===== config.mk =====
export PLATFORM = sky130hd
export DESIGN_NAME = adc_out_cond
export DESIGN_NICKNAME = d
export VERILOG_FILES = /design/src/rtl/adc_cond_pkg.sv /design/src/rtl/adc_floor_stage.sv /design/src/rtl/adc_blank_force.sv /design/src/rtl/adc_drive_ctl.sv /design/src/rtl/adc_out_cond.sv
export SDC_FILE = /design/constraint.sdc
export NUM_CORES = 1
export LEC_CHECK = 0
export ABC_CLOCK_PERIOD_IN_PS = 800
export BUFFER_PORTS_ARGS = -buffer_cell sky130_fd_sc_hd__buf_2
export CAP_MARGIN = 0
export CORE_MARGIN = 8
export CORE_UTILIZATION = 30
export CTS_BUF_LIST = sky130_fd_sc_hd__clkbuf_4 sky130_fd_sc_hd__clkbuf_8
export DETAILED_ROUTE_END_ITERATION = 8
export PLACE_DENSITY = 0.59
export SYNTH_ARGS = -nofsm -noshare
export SYNTH_HDL_FRONTEND = slang
export SYNTH_SLANG_ARGS = --single-unit

===== constraint.sdc =====
create_clock -name clk -period 0.8 [get_ports clk]
set_input_delay 0.04 -clock clk [delete_from_list [all_inputs] [get_ports clk]]
set_output_delay 0.04 -clock clk [all_outputs]
set_load 0.01 [all_outputs]

===== src/rtl/adc_cond_pkg.sv =====
package adc_cond_pkg;

   typedef enum logic [1:0] {
      SRC_RAW   = 2'd0,
      SRC_FLOOR = 2'd1,
      SRC_OFS   = 2'd2
   } src_sel_e;

   typedef struct packed {
      logic clip_en;
      logic clamp_en;
      logic blank;
   } cond_ctl_t;

endpackage


===== src/rtl/adc_floor_stage.sv =====
module adc_floor_stage #(
   parameter int DATA_W = 12,
   parameter int OFS_W  = 8
) (
   input  logic [DATA_W-1:0] raw_code,
   input  logic [OFS_W-1:0]  ofs_code,
   input  logic              floor_en,
   output logic [DATA_W-1:0] floored,
   output logic              below
);
   localparam int PAD_W = DATA_W - OFS_W;

   logic [DATA_W-1:0] ofs_wide;

   generate
      if (PAD_W > 0) begin : g_pad
         assign ofs_wide = {{PAD_W{1'b0}}, ofs_code};
      end else begin : g_nopad
         assign ofs_wide = ofs_code;
      end
   endgenerate

   always_comb begin
      below   = (raw_code < ofs_wide);
      floored = (floor_en && below) ? ofs_wide : raw_code;
   end
endmodule


===== src/rtl/adc_blank_force.sv =====
module adc_blank_force
   import adc_cond_pkg::*;
#(
   parameter int DATA_W = 12,
   parameter int OFS_W  = 8
) (
   input  cond_ctl_t         ctl,
   input  logic              below,
   output src_sel_e          sel
);
   always_comb begin
      if (ctl.clamp_en && ctl.blank)
         sel = SRC_OFS;
      else if (ctl.clip_en && below)
         sel = SRC_FLOOR;
      else
         sel = SRC_RAW;
   end
endmodule


===== src/rtl/adc_drive_ctl.sv =====
module adc_drive_ctl (
   input  logic oe_bit,
   input  logic oe_pin_n,
   input  logic pwr_dn,
   output logic drive_on
);
   always_comb drive_on = oe_bit & ~oe_pin_n & ~pwr_dn;
endmodule


===== src/rtl/adc_out_cond.sv =====
module adc_out_cond
   import adc_cond_pkg::*;
#(
   parameter int DATA_W = 12,
   parameter int OFS_W  = 8
) (
   input  logic              clk,
   input  logic              rst_n,
   input  logic [DATA_W-1:0] adc_code,
   input  logic [OFS_W-1:0]  ofs_code,
   input  logic              clip_en,
   input  logic              clamp_en,
   input  logic              blank_i,
   input  logic              oe_bit,
   input  logic              oe_pin_n,
   input  logic              pwr_dn,
   output logic [DATA_W-1:0] dout,
   output logic              drv_en,
   output logic [DATA_W-1:0] cal_data
);
   localparam int PAD_W = DATA_W - OFS_W;

   generate
      if (OFS_W < 1 || OFS_W > DATA_W) begin : g_bad_width
         $error("adc_out_cond: OFS_W must be in 1..DATA_W");
      end
   endgenerate

   logic [DATA_W-1:0] floored;
   logic [DATA_W-1:0] ofs_wide;
   logic [DATA_W-1:0] next_code;
   logic              below;
   logic              drive_on;
   src_sel_e          sel;
   cond_ctl_t         ctl;

   generate
      if (PAD_W > 0) begin : g_ofs_pad
         assign ofs_wide = {{PAD_W{1'b0}}, ofs_code};
      end else begin : g_ofs_nopad
         assign ofs_wide = ofs_code;
      end
   endgenerate

   assign ctl = '{clip_en: clip_en, clamp_en: clamp_en, blank: blank_i};

   adc_floor_stage #(.DATA_W(DATA_W), .OFS_W(OFS_W)) u_floor (
      .raw_code (adc_code),
      .ofs_code (ofs_code),
      .floor_en (clip_en),
      .floored  (floored),
      .below    (below)
   );

   adc_blank_force #(.DATA_W(DATA_W), .OFS_W(OFS_W)) u_force (
      .ctl   (ctl),
      .below (below),
      .sel   (sel)
   );

   adc_drive_ctl u_drive (
      .oe_bit   (oe_bit),
      .oe_pin_n (oe_pin_n),
      .pwr_dn   (pwr_dn),
      .drive_on (drive_on)
   );

   always_comb begin
      unique case (sel)
         SRC_OFS:   next_code = ofs_wide;
         SRC_FLOOR: next_code = floored;
         default:   next_code = adc_code;
      endcase
   end

   always_ff @(posedge clk or negedge rst_n) begin
      if (!rst_n) begin
         dout   <= '0;
         drv_en <= 1'b0;
      end else begin
         dout   <= next_code;
         drv_en <= drive_on;
      end
   end

   assign cal_data = adc_code;
endmodule


; ---- After elaboration in Yosys (flattened, before gate mapping)
; Cells that the tools add are included.
[op_classes]
div = 0
reduce_logical = 2
muxes = 4
order_cmp = 1
eq_ne = 2
mul = 0
bitwise = 4
shift = 0
add_sub_neg = 0
[ops]
columns = op, n
row1 = $pmux W12 S2, 1
row2 = $lt A12 B8 Y1, 1
row3 = $mux W12, 1
row4 = $and A1 B1 Y1, 2
row5 = $eq A2 B1 Y1 const B, 1
row6 = $eq A2 B2 Y1 const B, 1
row7 = $logic_and A1 B1 Y1, 2
row8 = $mux W2, 1
row9 = $not A1 Y1, 2
row10 = $mux W1, 1
[totals]
out_inout_bits = 25
inputBits = 28
elab_cells = 15
regBits = 13
latch_bits = 0
mem_bits_ro = 0
mem_count = 0
ram_bits = 0

; ---- Longest topological paths before layout
; Gate-level depths: netlist (run 1).
[logic_depth]
depth_word = 6
mapped_depth = 8
mapped_depth_nobuf = 7

; ---- Cells and area by module
; From an unflattened synthesis (run 1), not the netlist that was laid out.
[hier_totals]
cells_unflattened = 104
area_unflattened_um2 = 1042.2
[by_module_without_submodules]
columns = module, cells_each, n_inst, area_each_um2
row1 = adc_out_cond, 62, 1, 658.1
row2 = adc_floor_stage, 38, 1, 352.8
row3 = adc_blank_force, 3, 1, 18.8
row4 = adc_drive_ctl, 1, 1, 12.5

; ---- Least setup slack after synthesis (run 1)
; Ideal clock, no wire load.
[synth_timing]
path_kind = input-to-reg
from = input port ofs_code[5]
to = register dout[0]
path_stages = 8
t_arrival_ns = 1.517
slack_ns = -0.842
required_ns = 0.675
path_cell_list = inv_1 ha_1 a211oi_1 nor2_1 o41ai_4 o31ai_2 buf_6 mux2_4
[synth_between]
elab_chain_len = 6
elab_cells_between_ends = 8
classes_between = order compare: 1 / eq/ne: 2 / mux: 4 / reduce/logical: 1
[synth_lines]
columns = element, line_no
row1 = start: declaration, adc_out_cond.sv:10  ; input logic [OFS_W-1:0] ofs_code,
row2 = $lt A12 B8 Y1 *, adc_floor_stage.sv:24  ; below = (raw_code < ofs_wide);
row3 = $logic_and A1 B1 Y1 *, "adc_floor_stage.sv:25, adc_blank_force.sv:14"
row4 = $mux W1, adc_blank_force.sv:14  ; else if (ctl.clip_en && below)
row5 = $mux W2, adc_blank_force.sv:12  ; if (ctl.clamp_en && ctl.blank)
row6 = $eq A2 B1 Y1 / $eq A2 B2 Y1 (equally long branches), adc_out_cond.sv:69  ; unique case (sel)
row7 = $pmux W12 S2 *, adc_out_cond.sv:69
row8 = net next_code[0], adc_out_cond.sv:31  ; logic [DATA_W-1:0] next_code;
row9 = end signal: assignment, adc_out_cond.sv:81  ; dout <= next_code;
row10 = end: declaration, adc_out_cond.sv:17  ; output logic [DATA_W-1:0] dout,
; The timed path passes the listed nets; every way through them passes the cells marked *.

; ---- Final worst setup path (run 1)
[layout_timing]
from = input port adc_code[11]
to = register dout[3]
[layout_between]
elab_chain_len = 6
elab_cells_between_ends = 8
classes_between = order compare: 1 / eq/ne: 2 / mux: 4 / reduce/logical: 1
[layout_lines]
columns = element, line_no
row1 = start: declaration, adc_out_cond.sv:9  ; input logic [DATA_W-1:0] adc_code,
row2 = $lt A12 B8 Y1 *, adc_floor_stage.sv:24
row3 = $logic_and A1 B1 Y1 *, "adc_floor_stage.sv:25, adc_blank_force.sv:14"
row4 = $mux W1, adc_blank_force.sv:14
row5 = $mux W2, adc_blank_force.sv:12
row6 = $eq A2 B1 Y1 / $eq A2 B2 Y1 (equally long branches), adc_out_cond.sv:69
row7 = $pmux W12 S2 *, adc_out_cond.sv:69
row8 = net next_code[3], adc_out_cond.sv:31
; Marks and branches as above.

==> impl_metrics.csv, run 1 <==
group,metric,value,unit
synth,synth_seq_cells,13,
floorplanning,core.rowCount,18,
timing,finalSetupViolations,18,
synth,yosys.area_share.adder,11.0,%
drt,wl_per_cell,13.3,um
setup_path,slowest_stage,"or4b_4",
global_route,grt_pass1_wl,3460,um
global_route,grt.total_usage,9.78,%
synth,synth_xor_area_share,0,%
synth,yosysMostFrequentCell,"dfrtp_1",
timing,grt_setup_unrepaired,"yes",
synth,synth_top_family_by_area,"buffers and inverters",
cts,htreeDepth,1,
pwr,pwr-share-comb,35.0,%
final_layout,seq_area,325,um^2
pwr,netSwitchingFraction,26.9,%
timing,fmax,690,MHz
cts,cts_made_buffers,3,
final_layout,fin_cells,164,
pwr,max-vdd-ir-drop,0.786,mV
synth,async_flop_share,100,%
floorplanning,ios,53,
placed_design,io_buffers,52,
final_layout,finalInstanceArea,1340,um^2
synth,yosys-top-cells-count,"dfrtp_1, buf_4, ha_1, inv_1, mux2_4",
setup_path,max_stage_delay,0.55,ns
global_route,antenna_found_initial,0,
synth,synth.top_cell.area_share,40.8,%
min_path,worstHoldPathType,"in -> reg",
floorplanning,die-height,67.6,um
global_route,grt_max_degree,14,
setup_path,crit_buf_inv,2,
drt,routed_wl,2190,um
drt,first_pass_iters,2,
pwr,clkPwrFrac,23.8,%
drt,via_per_inst,4.28,
setup_path,path_max_fanout,6,
synth,synth_warnings,0,
timing,finalWorstSetupSlack,-0.649,ns
placed_design,postPlaceCellArea,1150,um^2
cts,root_buffer,"clkbuf_4",
timing,finalHoldViolCount,0,
timing,fin_crit_sh,181,%
pwr,internal-power,1.28,mW
pwr,seq_power_share,41.1,%
synth,seq_area_frac_synth,40.8,%
synth,avgSynthCellArea,12.1,um^2
setup_path,cp.required,0.95,ns
final_layout,nets,170,
setup_path,start_kind,"primary input",
cts,clk_pin_slew,0.07,ns
synth,synth-compound-area-share,8.78,%
placed_design,place_inst,151,
final_layout,synthToLayoutAreaGrowth,68.0,%
min_path,holdPathEnd,"dout[5]$_DFF_PN0_",
timing,fin_crit,1.45,ns
placed_design,dp_slack,-1.37,ns
synth,yosysTopAreaCell,"dfrtp_1",
placed_design,gp_congestion,0.769,
floorplanning,start_util,31.9,%
floorplanning,fp.dieW,67.6,um
global_route,grt_pass1_vias,793,
pwr,p_leak,0.723,nW
synth,synth_cells,66,
placed_design,hpwl,1830,um
pwr,power.density,1300,nW/um^2
setup_path,crit_family,"simple AND/OR/NAND/NOR gates",
cts,cts_tree,"done",
floorplanning,dieArea,4570,um^2
setup_path,critPathKind,"in -> reg",
cts,clkSinkCount,13,
drt,ant_nets,0,
final_layout,multiInputGateArea,430,um^2
final_layout,diodes,0,
synth,syn-num-nets,101,
global_route,grt.overflow.total,0,
timing,maxSlewHeadroom,68.5,%
synth,synth_cell_types,19,
timing,hold_ws,0.0149,ns
setup_path,cp-end-kind,"flop",
synth,synthTopCellsByArea,"dfrtp_1, buf_4, mux2_4",
min_path,hold_path_depth,2,
drt,drt-initial-drc-count,30,
pwr,power_switching,0.471,mW
synth,synth-edff-count,0,
setup_path,worstPathCellList,"buf_6 -> or4b_4 -> o41ai_4 -> buf_4 -> o31ai_4 -> mux2_4",
job,cap_violations,0,
synth,synth_flop_cell,"dfrtp_1",
min_path,min_from,"ofs_code[5]",
outcome,outcome,"complete, but fails checks",
timing,finalMaxSlewViolations,0,
synth,synth_area,798,um^2
timing,tightest_slew,0.472,ns
floorplanning,core_area,2500,um^2
drt,drcViolationCount,0,
final_layout,num-fill-cells,231,
setup_path,arrival,1.60,ns
final_layout,final_core_util,53.7,%
drt,route.vias.total,702,
outcome,violations,"negative setup slack",
cts,cts_buffer_depth,2,
synth,synth-simple-area-share,9.40,%
final_layout,drive_gt1_share,75.4,%
synth,synth_mux_area_share,14.1,%
[how the worst max path moves through the flow]
| stage | from | endpoint | depth (start not counted) |
|---|---|---|---|
| 5_1_grt | adc_code[11] | dout[5]$_DFF_PN0_ | 6 |
| 3_3_place_gp | ofs_code[1] | dout[4]$_DFF_PN0_ | 8 |
| 4_1_cts | adc_code[11] | dout[5]$_DFF_PN0_ | 6 |
| 2_1_floorplan | adc_code[9] | dout[0]$_DFF_PN0_ | 5 |
| 6_report | adc_code[11] | dout[3]$_DFF_PN0_ | 6 |
| 3_5_place_dp | ofs_code[2] | dout[4]$_DFF_PN0_ | 8 |
[layer usage]
metal / routed length (um) / vias to the layer above / GRT usage [%]
met5: 0 / - / 0
met4: 42 / 0 / 5.48
met3: 255 / 4 / 2.65
met2: 1140 / 31 / 17.8
met1: 751 / 317 / 9.85
li1: - / 350 / -
[final cells by class]
class / instances / area share, %
timing repair buffer: 76 / 36.5
clock buffer: 4 / 2.24
tap: 30 / 2.80
multi-input combinational: 34 / 32.1
inverter: 7 / 2.15
sequential: 13 / 24.3
[placed cells by master, fill, tap and decap left out, types with 3 or more instances in the layout]
cell and instances:
dlygate4sd3_1 3, ha_1 4, and2_4 4, clkbuf_4 4, dfrtp_1 13, inv_1 5
buf_4 20, buf_2 46, mux2_4 7, buf_6 7
[what timing repair did]
action	in CTS	in global routing
setup endpoints to repair	25	25
gates cloned	1	0
hold buffers	3	0
pin swaps	4	1
buffers inserted	3	2
hold endpoints to repair	14	0
gates resized for setup	13	6
[power groups by stage]
stage | sequential, mW | clock [mW] | combinational (mW)
after floorplan | 0.760 | 0 | 0.244
after global placement | 0.730 | 0 | 0.492
after detailed placement | 0.731 | 0 | 0.504
after CTS | 0.718 | 0.439 | 0.587
after global routing | 0.725 | 0.479 | 0.671
final | 0.720 | 0.416 | 0.613
[flip-flops by register name, summed over array words and instances (netlist names)]
| register | cells |
|---|---|
| drv_en | 1 |
| dout | 12 |
[metrics by stage]
stage	setup TNS, ns	total power [mW]
detailed placement	-15.06	1.23
finish	-7.29	1.75
CTS	-7.29	1.74
global route	-8.24	1.87
floorplan	-7.49	1.00
global placement	-13.96	1.22
[cell families (layout without fill, tap and decap cells)]
logic type | count (synthesis) | in the layout
muxes | 8 | 8
buffers and inverters | 20 | 87
DFF | 13 | 13
AOI/OAI and AO/OA | 7 | 8
and+or+nand+nor | 11 | 11
adders and majority gates | 7 | 7
(Power assumes the default switching activity.)
==> inputs of run 2 (changes only) <==
--- a/config.mk
+++ b/config.mk
@@ -9,10 +9,11 @@
 export BUFFER_PORTS_ARGS = -buffer_cell sky130_fd_sc_hd__buf_2
 export CAP_MARGIN = 0
 export CORE_MARGIN = 8
-export CORE_UTILIZATION = 30
+export CORE_UTILIZATION = 42
 export CTS_BUF_LIST = sky130_fd_sc_hd__clkbuf_4 sky130_fd_sc_hd__clkbuf_8
 export DETAILED_ROUTE_END_ITERATION = 8
-export PLACE_DENSITY = 0.59
+export HOLD_SLACK_MARGIN = 0.06
+export PLACE_DENSITY = 0.78
 export SYNTH_ARGS = -nofsm -noshare
 export SYNTH_HDL_FRONTEND = slang
 export SYNTH_SLANG_ARGS = --single-unit
==> run 2 against run 1 <==
Effect of this change:
- the run still ends with negative setup slack left
- design area is 3.1% higher
- clock power is 6.5% higher
- highest routed layer unchanged
- power rose by 3.1%
- clock-buffer cell count unchanged
- setup slack worse by 0.018 ns
- sequential cell count stayed put
==> impl_metrics.csv, run 2 (synthesis results as in run 1) <==
group,metric,value,unit
timing,finalSetupViolations,24,
floorplanning,die-height,59.6,um
setup_path,slowest_stage,"or4b_4",
floorplanning,dieArea,3550,um^2
setup_path,critPathKind,"in -> reg",
setup_path,worstPathCellList,"buf_6 -> or4b_4 -> o41ai_4 -> buf_4 -> o31ai_4 -> mux2_4",
final_layout,drive_gt1_share,67.9,%
timing,tightest_slew,0.516,ns
drt,route.vias.total,759,
pwr,power.density,1300,nW/um^2
timing,finalWorstSetupSlack,-0.667,ns
global_route,grt.overflow.total,0,
final_layout,final_cell_mix,"buf_2, dlygate4sd3_1, dfrtp_1, buf_4, mux2_4",
final_layout,finalInstanceArea,1380,um^2
global_route,grt.total_usage,15.0,%
pwr,p_leak,0.731,nW
job,cap_violations,0,
drt,routed_wl,2630,um
timing,hold_ws,0.0331,ns
timing,fin_crit,1.47,ns
final_layout,layout_commonest_cell,"buf_2",
outcome,outcome,"complete, but fails checks",
pwr,finalPower,1.80,mW
final_layout,final_core_util,78.4,%
drt,via_per_inst,4.69,
floorplanning,core.rowCount,15,
setup_path,arrival,1.63,ns
drt,drt-initial-drc-count,8,
placed_design,place_inst,139,
outcome,violations,"negative setup slack",
setup_path,max_stage_delay,0.55,ns
drt,drcViolationCount,0,
final_layout,largest-register,"dout",
timing,maxSlewHeadroom,65.6,%
timing,finalMaxSlewViolations,0,
final_layout,diodes,0,
global_route,grt_max_degree,14,
timing,fmax,682,MHz
final_layout,num-fill-cells,129,
cts,cts_tree,"done",
setup_path,crit_buf_inv,2,
setup_path,path_max_fanout,6,
drt,wl_per_cell,16.2,um
min_path,hold_path_depth,2,
floorplanning,fp.dieW,59.6,um
timing,finalHoldViolCount,0,
timing,fin_crit_sh,183,%
cts,clk_pin_slew,0.08,ns
global_route,grt_pass1_wl,3930,um
cts,cts_buffer_depth,2,
floorplanning,start_util,45.2,%
setup_path,cp.required,0.97,ns
setup_path,cp-end-kind,"flop",
placed_design,hpwl,1720,um
cts,cts_made_buffers,3,
setup_path,crit_family,"simple AND/OR/NAND/NOR gates",
min_path,worstHoldPathType,"in -> reg",
placed_design,gp_congestion,0.687,
drt,ant_nets,0,
floorplanning,core_area,1760,um^2
floorplanning,ios,53,
placed_design,postPlaceCellArea,1090,um^2
final_layout,reg_top3,"dout: 12 flops, drv_en: 1 flops",
final_layout,synthToLayoutAreaGrowth,73.2,%
global_route,grt_pass1_vias,857,
placed_design,io_buffers,52,
setup_path,worstSetupPathDepth,6,
global_route,antenna_found_initial,0,
cts,clkSinkCount,13,
final_layout,fin_cells,162,
final_layout,largest_reg_flops,12,
setup_path,start_kind,"primary input",
drt,first_pass_iters,2,
final_layout,nets,173,
pwr,max-vdd-ir-drop,0.762,mV
timing,grt_setup_unrepaired,"yes",
cts,root_buffer,"clkbuf_4",
cts,htreeDepth,1,
## run 2: cell count changes in the layout (fill, tap and decap cells not counted), sizes merged
cell | before | now
buf | 73 | 65
dlygate4sd3 | 3 | 14
## run 2: path summary, 6_finish.rpt
kind	from	end
worst max-delay path	adc_code[11]	dout[5]$_DFF_PN0_
min in group asynchronous	rst_n	dout[5]$_DFF_PN0_
max in group asynchronous	rst_n	dout[10]$_DFF_PN0_
worst min-delay path	adc_code[2]	dout[2]$_DFF_PN0_
## run 2: stage by stage
step / setup slack, ns / setup TNS, ns
final: -0.667 / -7.65
after global routing: -0.717 / -8.64
after detailed placement: -1.39 / -15.35
after floorplan: -0.690 / -7.49
after global placement: -1.27 / -14.04
after CTS: -0.631 / -6.87
## run 2: where the power goes
| part | total [mW] | internal, mW | leakage [nW] | switching [mW] |
|---|---|---|---|---|
| Combinational | 0.642 | 0.357 | 0.556 | 0.285 |
| Sequential | 0.719 | 0.705 | 0.156 | 0.0132 |
| Clock | 0.443 | 0.227 | 0.0184 | 0.216 |
## run 2: repair_timing
action	in CTS	in global routing
endpoints found under the hold margin	23	2
resized for setup	16	3
pin swaps	6	0
gates cloned	1	0
hold buffers	13	1
endpoints found under the setup margin	25	25
buffers inserted	2	2
## run 2: cell type report
class	count	area, um^2	area share [%]
Tap cell	25	31.3	2.26
Clock buffer	4	30.0	2.17
Multi-Input combinational cell	34	430	31.1
Inverter	7	28.8	2.08
Sequential cell	13	325	23.5
Timing Repair Buffer	79	537	38.8
## run 2: layer usage
layer	track usage (%)	vias to the layer above	routed length (um)
met4	9.52	0	51
li1	-	356	-
met3	1.52	4	105
met1	12.7	372	894
met2	31.1	27	1580
met5	0	-	0
